<file path="src/rtl/tlc_pkg.sv">
package tlc_pkg;

    typedef enum logic {
        ROAD_NS = 1'b0,
        ROAD_EW = 1'b1
    } road_t;

endpackage

</file>
<file path="src/rtl/interval_tick.sv">
module interval_tick #(
    parameter int TICKS = 1_500_000_000
) (
    input  logic clk,
    input  logic rst,
    output logic strobe
);

    localparam int CW = (TICKS > 1) ? $clog2(TICKS) : 1;
    localparam logic [CW-1:0] LAST = CW'(TICKS - 1);

    generate
        if (TICKS > 1) begin : g_counter
            logic [CW-1:0] count;

            always_ff @(posedge clk) begin
                if (rst) begin
                    count <= '0;
                end else if (count == LAST) begin
                    count <= '0;
                end else begin
                    count <= count + 1'b1;
                end
            end

            assign strobe = (count == LAST) && !rst;

            // after a strobe the counter wraps, so the next cycle is quiet
            a_r7_strobe_gap: assert property (@(posedge clk) disable iff (rst)
                strobe |=> !strobe);

            // a reset edge leaves the counter at zero
            a_r1_count_clear: assert property (@(posedge clk)
                rst |=> (count == '0));
        end else begin : g_every_cycle
            assign strobe = !rst;
        end
    endgenerate

endmodule

</file>
<file path="src/rtl/road_select_fsm.sv">
module road_select_fsm
    import tlc_pkg::*;
(
    input  logic  clk,
    input  logic  rst,
    input  logic  strobe,
    input  logic  car_ns,
    input  logic  car_ew,
    output road_t state
);

    road_t next_state;

    // next-state function: detectors matter only on an update strobe
    always_comb begin
        next_state = state;
        if (strobe) begin
            unique case (state)
                ROAD_NS: next_state = car_ew ? ROAD_EW : ROAD_NS;  // NS_TO_EW / NS_HOLD
                ROAD_EW: next_state = car_ns ? ROAD_NS : ROAD_EW;  // EW_TO_NS / EW_HOLD
                default: next_state = ROAD_NS;
            endcase
        end
    end

    // state register
    always_ff @(posedge clk) begin
        if (rst) begin
            state <= ROAD_NS;
        end else begin
            state <= next_state;
        end
    end

    a_r1_reset_ns: assert property (@(posedge clk)
        rst |=> (state == ROAD_NS));

    a_r3_ns_to_ew: assert property (@(posedge clk) disable iff (rst)
        (strobe && state == ROAD_NS && car_ew) |=> (state == ROAD_EW));

    a_r4_ns_hold: assert property (@(posedge clk) disable iff (rst)
        (strobe && state == ROAD_NS && !car_ew) |=> (state == ROAD_NS));

    a_r5_ew_to_ns: assert property (@(posedge clk) disable iff (rst)
        (strobe && state == ROAD_EW && car_ns) |=> (state == ROAD_NS));

    a_r6_ew_hold: assert property (@(posedge clk) disable iff (rst)
        (strobe && state == ROAD_EW && !car_ns) |=> (state == ROAD_EW));

    a_r8_quiet_hold: assert property (@(posedge clk) disable iff (rst)
        !strobe |=> $stable(state));

endmodule

</file>
<file path="src/rtl/lamp_decode.sv">
module lamp_decode
    import tlc_pkg::*;
(
    input  logic  clk,
    input  logic  rst,
    input  road_t state,
    output logic  green_ns,
    output logic  red_ns,
    output logic  green_ew,
    output logic  red_ew
);

    // output function of the current state only
    always_comb begin
        unique case (state)
            ROAD_NS: begin
                green_ns = 1'b1;
                green_ew = 1'b0;
            end
            ROAD_EW: begin
                green_ns = 1'b0;
                green_ew = 1'b1;
            end
            default: begin
                green_ns = 1'b1;
                green_ew = 1'b0;
            end
        endcase
        red_ns = ~green_ns;
        red_ew = ~green_ew;
    end

    a_r2_one_green: assert property (@(posedge clk) disable iff (rst)
        $countones({green_ns, green_ew}) == 1);

    a_r2_red_pairs: assert property (@(posedge clk) disable iff (rst)
        (red_ns != green_ns) && (red_ew != green_ew) && (red_ns != red_ew));

endmodule

</file>
<file path="src/rtl/two_road_signal.sv">
module two_road_signal
    import tlc_pkg::*;
#(
    parameter int TICKS = 1_500_000_000
) (
    input  logic clk,
    input  logic rst,
    input  logic car_ns,
    input  logic car_ew,
    output logic green_ns,
    output logic red_ns,
    output logic green_ew,
    output logic red_ew
);

    logic  update;
    road_t cur_road;

    interval_tick #(.TICKS(TICKS)) u_tick (
        .clk    (clk),
        .rst    (rst),
        .strobe (update)
    );

    road_select_fsm u_fsm (
        .clk    (clk),
        .rst    (rst),
        .strobe (update),
        .car_ns (car_ns),
        .car_ew (car_ew),
        .state  (cur_road)
    );

    lamp_decode u_lamps (
        .clk      (clk),
        .rst      (rst),
        .state    (cur_road),
        .green_ns (green_ns),
        .red_ns   (red_ns),
        .green_ew (green_ew),
        .red_ew   (red_ew)
    );

    // lamps change only on the edge that follows an update strobe
    a_r7_change_on_update: assert property (@(posedge clk) disable iff (rst)
        !update |=> $stable(green_ew));

endmodule

</file>
<file path="config.mk">
export PLATFORM = sky130hd
export DESIGN_NAME = two_road_signal
export DESIGN_NICKNAME = d
export VERILOG_FILES = /design/src/rtl/tlc_pkg.sv /design/src/rtl/interval_tick.sv /design/src/rtl/road_select_fsm.sv /design/src/rtl/lamp_decode.sv /design/src/rtl/two_road_signal.sv
export SDC_FILE = /design/constraint.sdc
export NUM_CORES = 1
export LEC_CHECK = 0
export ABC_AREA = 1
export BUFFER_PORTS_ARGS = -buffer_cell sky130_fd_sc_hd__buf_2
export CORE_ASPECT_RATIO = 1.75
export CORE_MARGIN = 3
export CORE_UTILIZATION = 34
export CTS_BUF_LIST = sky130_fd_sc_hd__clkbuf_16
export CTS_CLUSTER_SIZE = 20
export DETAILED_ROUTE_END_ITERATION = 8
export GPL_TIMING_DRIVEN = 1
export PLACE_DENSITY = 0.55
export SLEW_MARGIN = 20
export SYNTH_ARGS = -nofsm -noshare
export SYNTH_HDL_FRONTEND = slang
export SYNTH_HIERARCHICAL = 1
export SYNTH_SLANG_ARGS = --single-unit
</file>
<file path="constraint.sdc">
create_clock -name clk -period 3.3 [get_ports clk]
set_clock_uncertainty 0.2 [all_clocks]
set_input_delay 0.99 -clock clk [delete_from_list [all_inputs] [get_ports clk]]
set_output_delay 0.99 -clock clk [all_outputs]
set_load 0.02 [all_outputs]
</file>
==> After elaboration in Yosys (flattened, before gate mapping) <==
Cells that the tools add are included.
{ "word_totals": {"ff_bits": 32, "latchBits": 0, "mem_bits_rw": 0, "rom_bits": 0, "input_bits": 4, "out_inout_bits": 4, "elab_cells": 15, "memories": 0} }
{ "classes": {"add_sub_neg": 1, "mul": 0, "n_div": 0, "magnitude_cmp": 0, "eq_ne": 1, "shift": 0, "n_mux": 5, "bitwise_logic": 3, "n_reduce_logical": 3} }
{ "op_table": {"columns": ["cell", "n"], "rows": [
  ["31-bit by 1-bit adder with 31-bit output, second input constant", 1],
  ["31-bit equality test, second input constant", 1],
  ["1-bit case mux with 2 select lines", 3],
  ["1-bit inverter", 3],
  ["1-bit 2-to-1 mux", 2],
  ["2-bit OR reduction", 1],
  ["1-bit logical AND", 1],
  ["1-bit zero test", 1]
]} }

==> Depth between registers and ports, before layout <==
{ "logic_depth": {"ltp_word": 3, "ltp_mapped": 10, "depth_no_buf": 10} }

==> Hierarchy <==
The synthesis kept the hierarchy.
{ "by_module_without_submodules": {"columns": ["module", "instances", "cells_per_inst", "area_per_inst_um2", "seq_area_each_um2"], "rows": [
  ["interval_tick", 1, 285, 1781.7, 620.6],
  ["road_select_fsm", 1, 6, 41.3, 20.0],
  ["lamp_decode", 1, 4, 26.3, 0.0]
]} }

==> Worst setup path before layout <==
OpenSTA, ideal clock, no wires.
{ "synth_timing": {"path_type": "flip-flop to output port", "start": "register u_fsm.state", "end": "output port red_ew", "t_arrival_ps": 659, "t_required_ps": 2110, "path_slack_ps": 1451, "path_stages_with_launch": 3, "n_path_buf": 1, "cell_sequence": "dfxtp_1 inv_1 buf_4"} }
{ "synth_between": {"elab_chain_len": 3} }
{ "synth_lines": {"columns": ["element", "line", "source"], "rows": [
  ["from (decl)", "road_select_fsm.sv:9", "output road_t state"],
  ["from (signal assigned)", "road_select_fsm.sv:31", "state <= next_state;"],
  ["1-bit inverter", "lamp_decode.sv:15", "unique case (state)"],
  ["1-bit case mux with 2 select lines *", "lamp_decode.sv:15", null],
  ["1-bit inverter *", "lamp_decode.sv:30", "red_ew = ~green_ew;"],
  ["to (decl)", "two_road_signal.sv:13", "output logic red_ew"]
]} }
Mark *: on every way between the ends. The rest lies on a longest branch, timed or not.

==> Final worst setup path <==
Ends and elaborated chain as after synthesis.

==> results.py <==
metrics = {
    "worst_setup_path": {
        "worstPathRequired_ps": 2110,
        "worstSetupStartpointType": "register",
        "critPathCaptureType": "output port",
        "timing.rr.end": "u_tick/g_counter.count[27]",
        "rr_worst_depth": 8,
        "path_cells": "inv_1 > buf_2",
        "crit_path_start": "u_fsm/state",
        "cp.arrival_ps": 870,
        "r2r_slack_ps": 1420,
        "critPathTopFamily": "flip-flops",
        "cpPeakStageDelay_ps": 380,
        "crit-reg2reg-launch": "u_tick/g_counter.count[0]",
        "cp_slowest_cell": "dfxtp_1",
        "cp_max_fo": 5,
        "crit_type": "register to output port",
        "critPathBufInv": 2,
    },
    "synthesis": {
        "synth_area_leaders": "dfxtp_1, nand2_1, nor2_1",
        "netlist_instances": 295,
        "synth_nets": 300,
        "syn-cell-area_um2": 1850,
        "yosysUniqueCellTypes": 17,
        "synth_top_cell_area_share_pct": 34.6,
        "ys_warn_count": 6,
        "syn_avg_cell_area_um2": 6.27,
        "synth-seq-cells": 32,
        "yosysTopAreaCell": "dfxtp_1",
        "ys_seq_area_share_pct": 34.6,
    },
    "timing": {
        "setup_viol_count_final": 0,
        "fin_setup_tns_ps": 0,
        "fin_crit_sh_pct": 62.5,
        "min_period_ps": 2060,
        "hold_viol_final": 0,
        "max_freq_ghz": 0.485,
        "drv_slew": 0,
        "grt_setup_unrepaired": "false",
        "whs_ps": 253,
        "max-slew-margin-rel_pct": 77.2,
        "fin_ws_ps": 1240,
        "worst_pin_slew_ps": 341,
    },
    "detailed_routing": {
        "drtAntennaViolNets": 0,
        "drt_iter0_drc": 35,
        "route.detailed.drc": 0,
        "vias": 1678,
        "avgViaCountPerCell": 4.73,
        "wl_um": 4420,
        "first_pass_iters": 4,
        "wl_per_cell_um": 12.4,
    },
    "power": {
        "max-vdd-ir-drop_uv": 156,
        "power.density_nw_per_um2": 408,
        "cellLeakagePower_uw": 0.000723,
    },
    "final_layout": {
        "mostFrequentLayoutCell": "nand2_1",
        "num_antenna_cells": 0,
        "synthToLayoutAreaGrowth_pct": 9.27,
        "layout-drive-gt1-share_pct": 9.63,
        "utilization_pct": 39.6,
        "fillers": 565,
        "fin_nets": 308,
        "layout.cells.most_common_list": "nand2_1, nor2_1, inv_1",
        "fin_area_um2": 2020,
    },
    "hold_path": {
        "min-delay-start": "u_tick/g_counter.count[0]",
        "hold_end": "u_tick/g_counter.count[0]",
        "min_path_type": "register to register",
        "holdPathStages": 1,
    },
    "cts": {
        "cts_hold_repair.buffers": 0,
        "cts_setup_buffers": 0,
        "root_buffer": "clkbuf_16",
        "clk_pin_slew_worst_paths_ps": 50,
        "clkLatencyLatePin_ps": 270,
        "cts_buffers": 5,
        "htree_levels": 2,
        "cts-root-to-sink-buffers": 2,
        "clock-sinks": 32,
        "cts_resized": 0,
        "cts_tree": "done",
    },
    "flow_run": {
        "maxCapViolations": 0,
    },
    "place": {
        "dp_slack_ps": 1370,
        "placed_cell_area_um2": 1900,
        "io_buffers": 7,
        "place_hpwl_um": 3510,
        "gp_congestion": 0.891,
    },
    "floorplanning": {
        "num_io_pins": 8,
        "dieHeight_um": 104,
        "dieArea_um2": 6390,
        "start_util_pct": 36.2,
        "num_rows": 34,
        "core_um2": 5100,
        "die_w_um": 61.8,
    },
    "global_route": {
        "overflow": 0,
        "grt.total_usage_pct": 15.1,
        "grt_max_degree": 31,
        "grt_pass1_vias": 1604,
        "antenna_found_initial": 0,
        "grt_pass1_wl_um": 6980,
    },
    "status": {
        "status": "complete, no violations",
    },
}
synth_stat cells (all sizes together):
library cell and n:
nand3 17, xnor2 5, nor2 81, buf 6, dfxtp 32, nand4 1, xor2 9, ha 1
inv 36, nand2 98, and2 1, a21oi 8
worst max path at each step:
stage,to,cells past startpoint
after global routing,red_ew,2
final,red_ew,2
after detailed placement,u_tick/g_counter.count[22],4
after global placement,u_tick/g_counter.count[22],4
after floorplan,red_ew,2
after CTS,red_ew,2
cell type report:
class,count,area (um2),share of cell area (%)
clock buffers,5,125,6.19
inverters,36,135,6.69
multi-input cells,221,1020,50.3
flip-flops and latches,32,641,31.7
well taps,54,67.6,3.34
repair buffers,7,35.0,1.73
registers in the layout (all words and copies together), names as in the netlist:
signal                  cells
u_tick/g_counter.count     31
u_fsm/state                 1
power by group:
group / switching, uW / leakage, uW / internal, uW
Sequential: 2.11 / 0.000258 / 390
Combinational: 11.3 / 0.000403 / 5.53
Clock: 150 / 0.0000616 / 265
Total: 164 / 0.000723 / 661
logic make-up (layout without fill, tap and decap cells):
group | after synthesis | after routing | share of synthesized area (%)
xor gates and xnor gates | 14 | 14 | 6.63
DFF | 32 | 32 | 34.6
and+or+nand+nor | 198 | 198 | 45.5
buffers and inverters | 42 | 48 | 10.4
AOI/OAI and AO/OA | 8 | 8 | 2.17
adders and majority gates | 1 | 1 | 0.676
through the flow:
stage	std cells	power (uW)
after global routing	355	856
after floorplan	295	416
final	355	825
after CTS	355	837
after global placement	350	417
after detailed placement	350	418
per-layer routing:
metal / track usage, % / routed length [um] / vias up
met5: 0 / 0 / -
met2: 26.8 / 2390 / 26
li1: - / - / 895
met1: 13.7 / 1630 / 738
met3: 2.99 / 110 / 19
met4: 11.4 / 284 / 0
(Power assumes the default switching activity.)
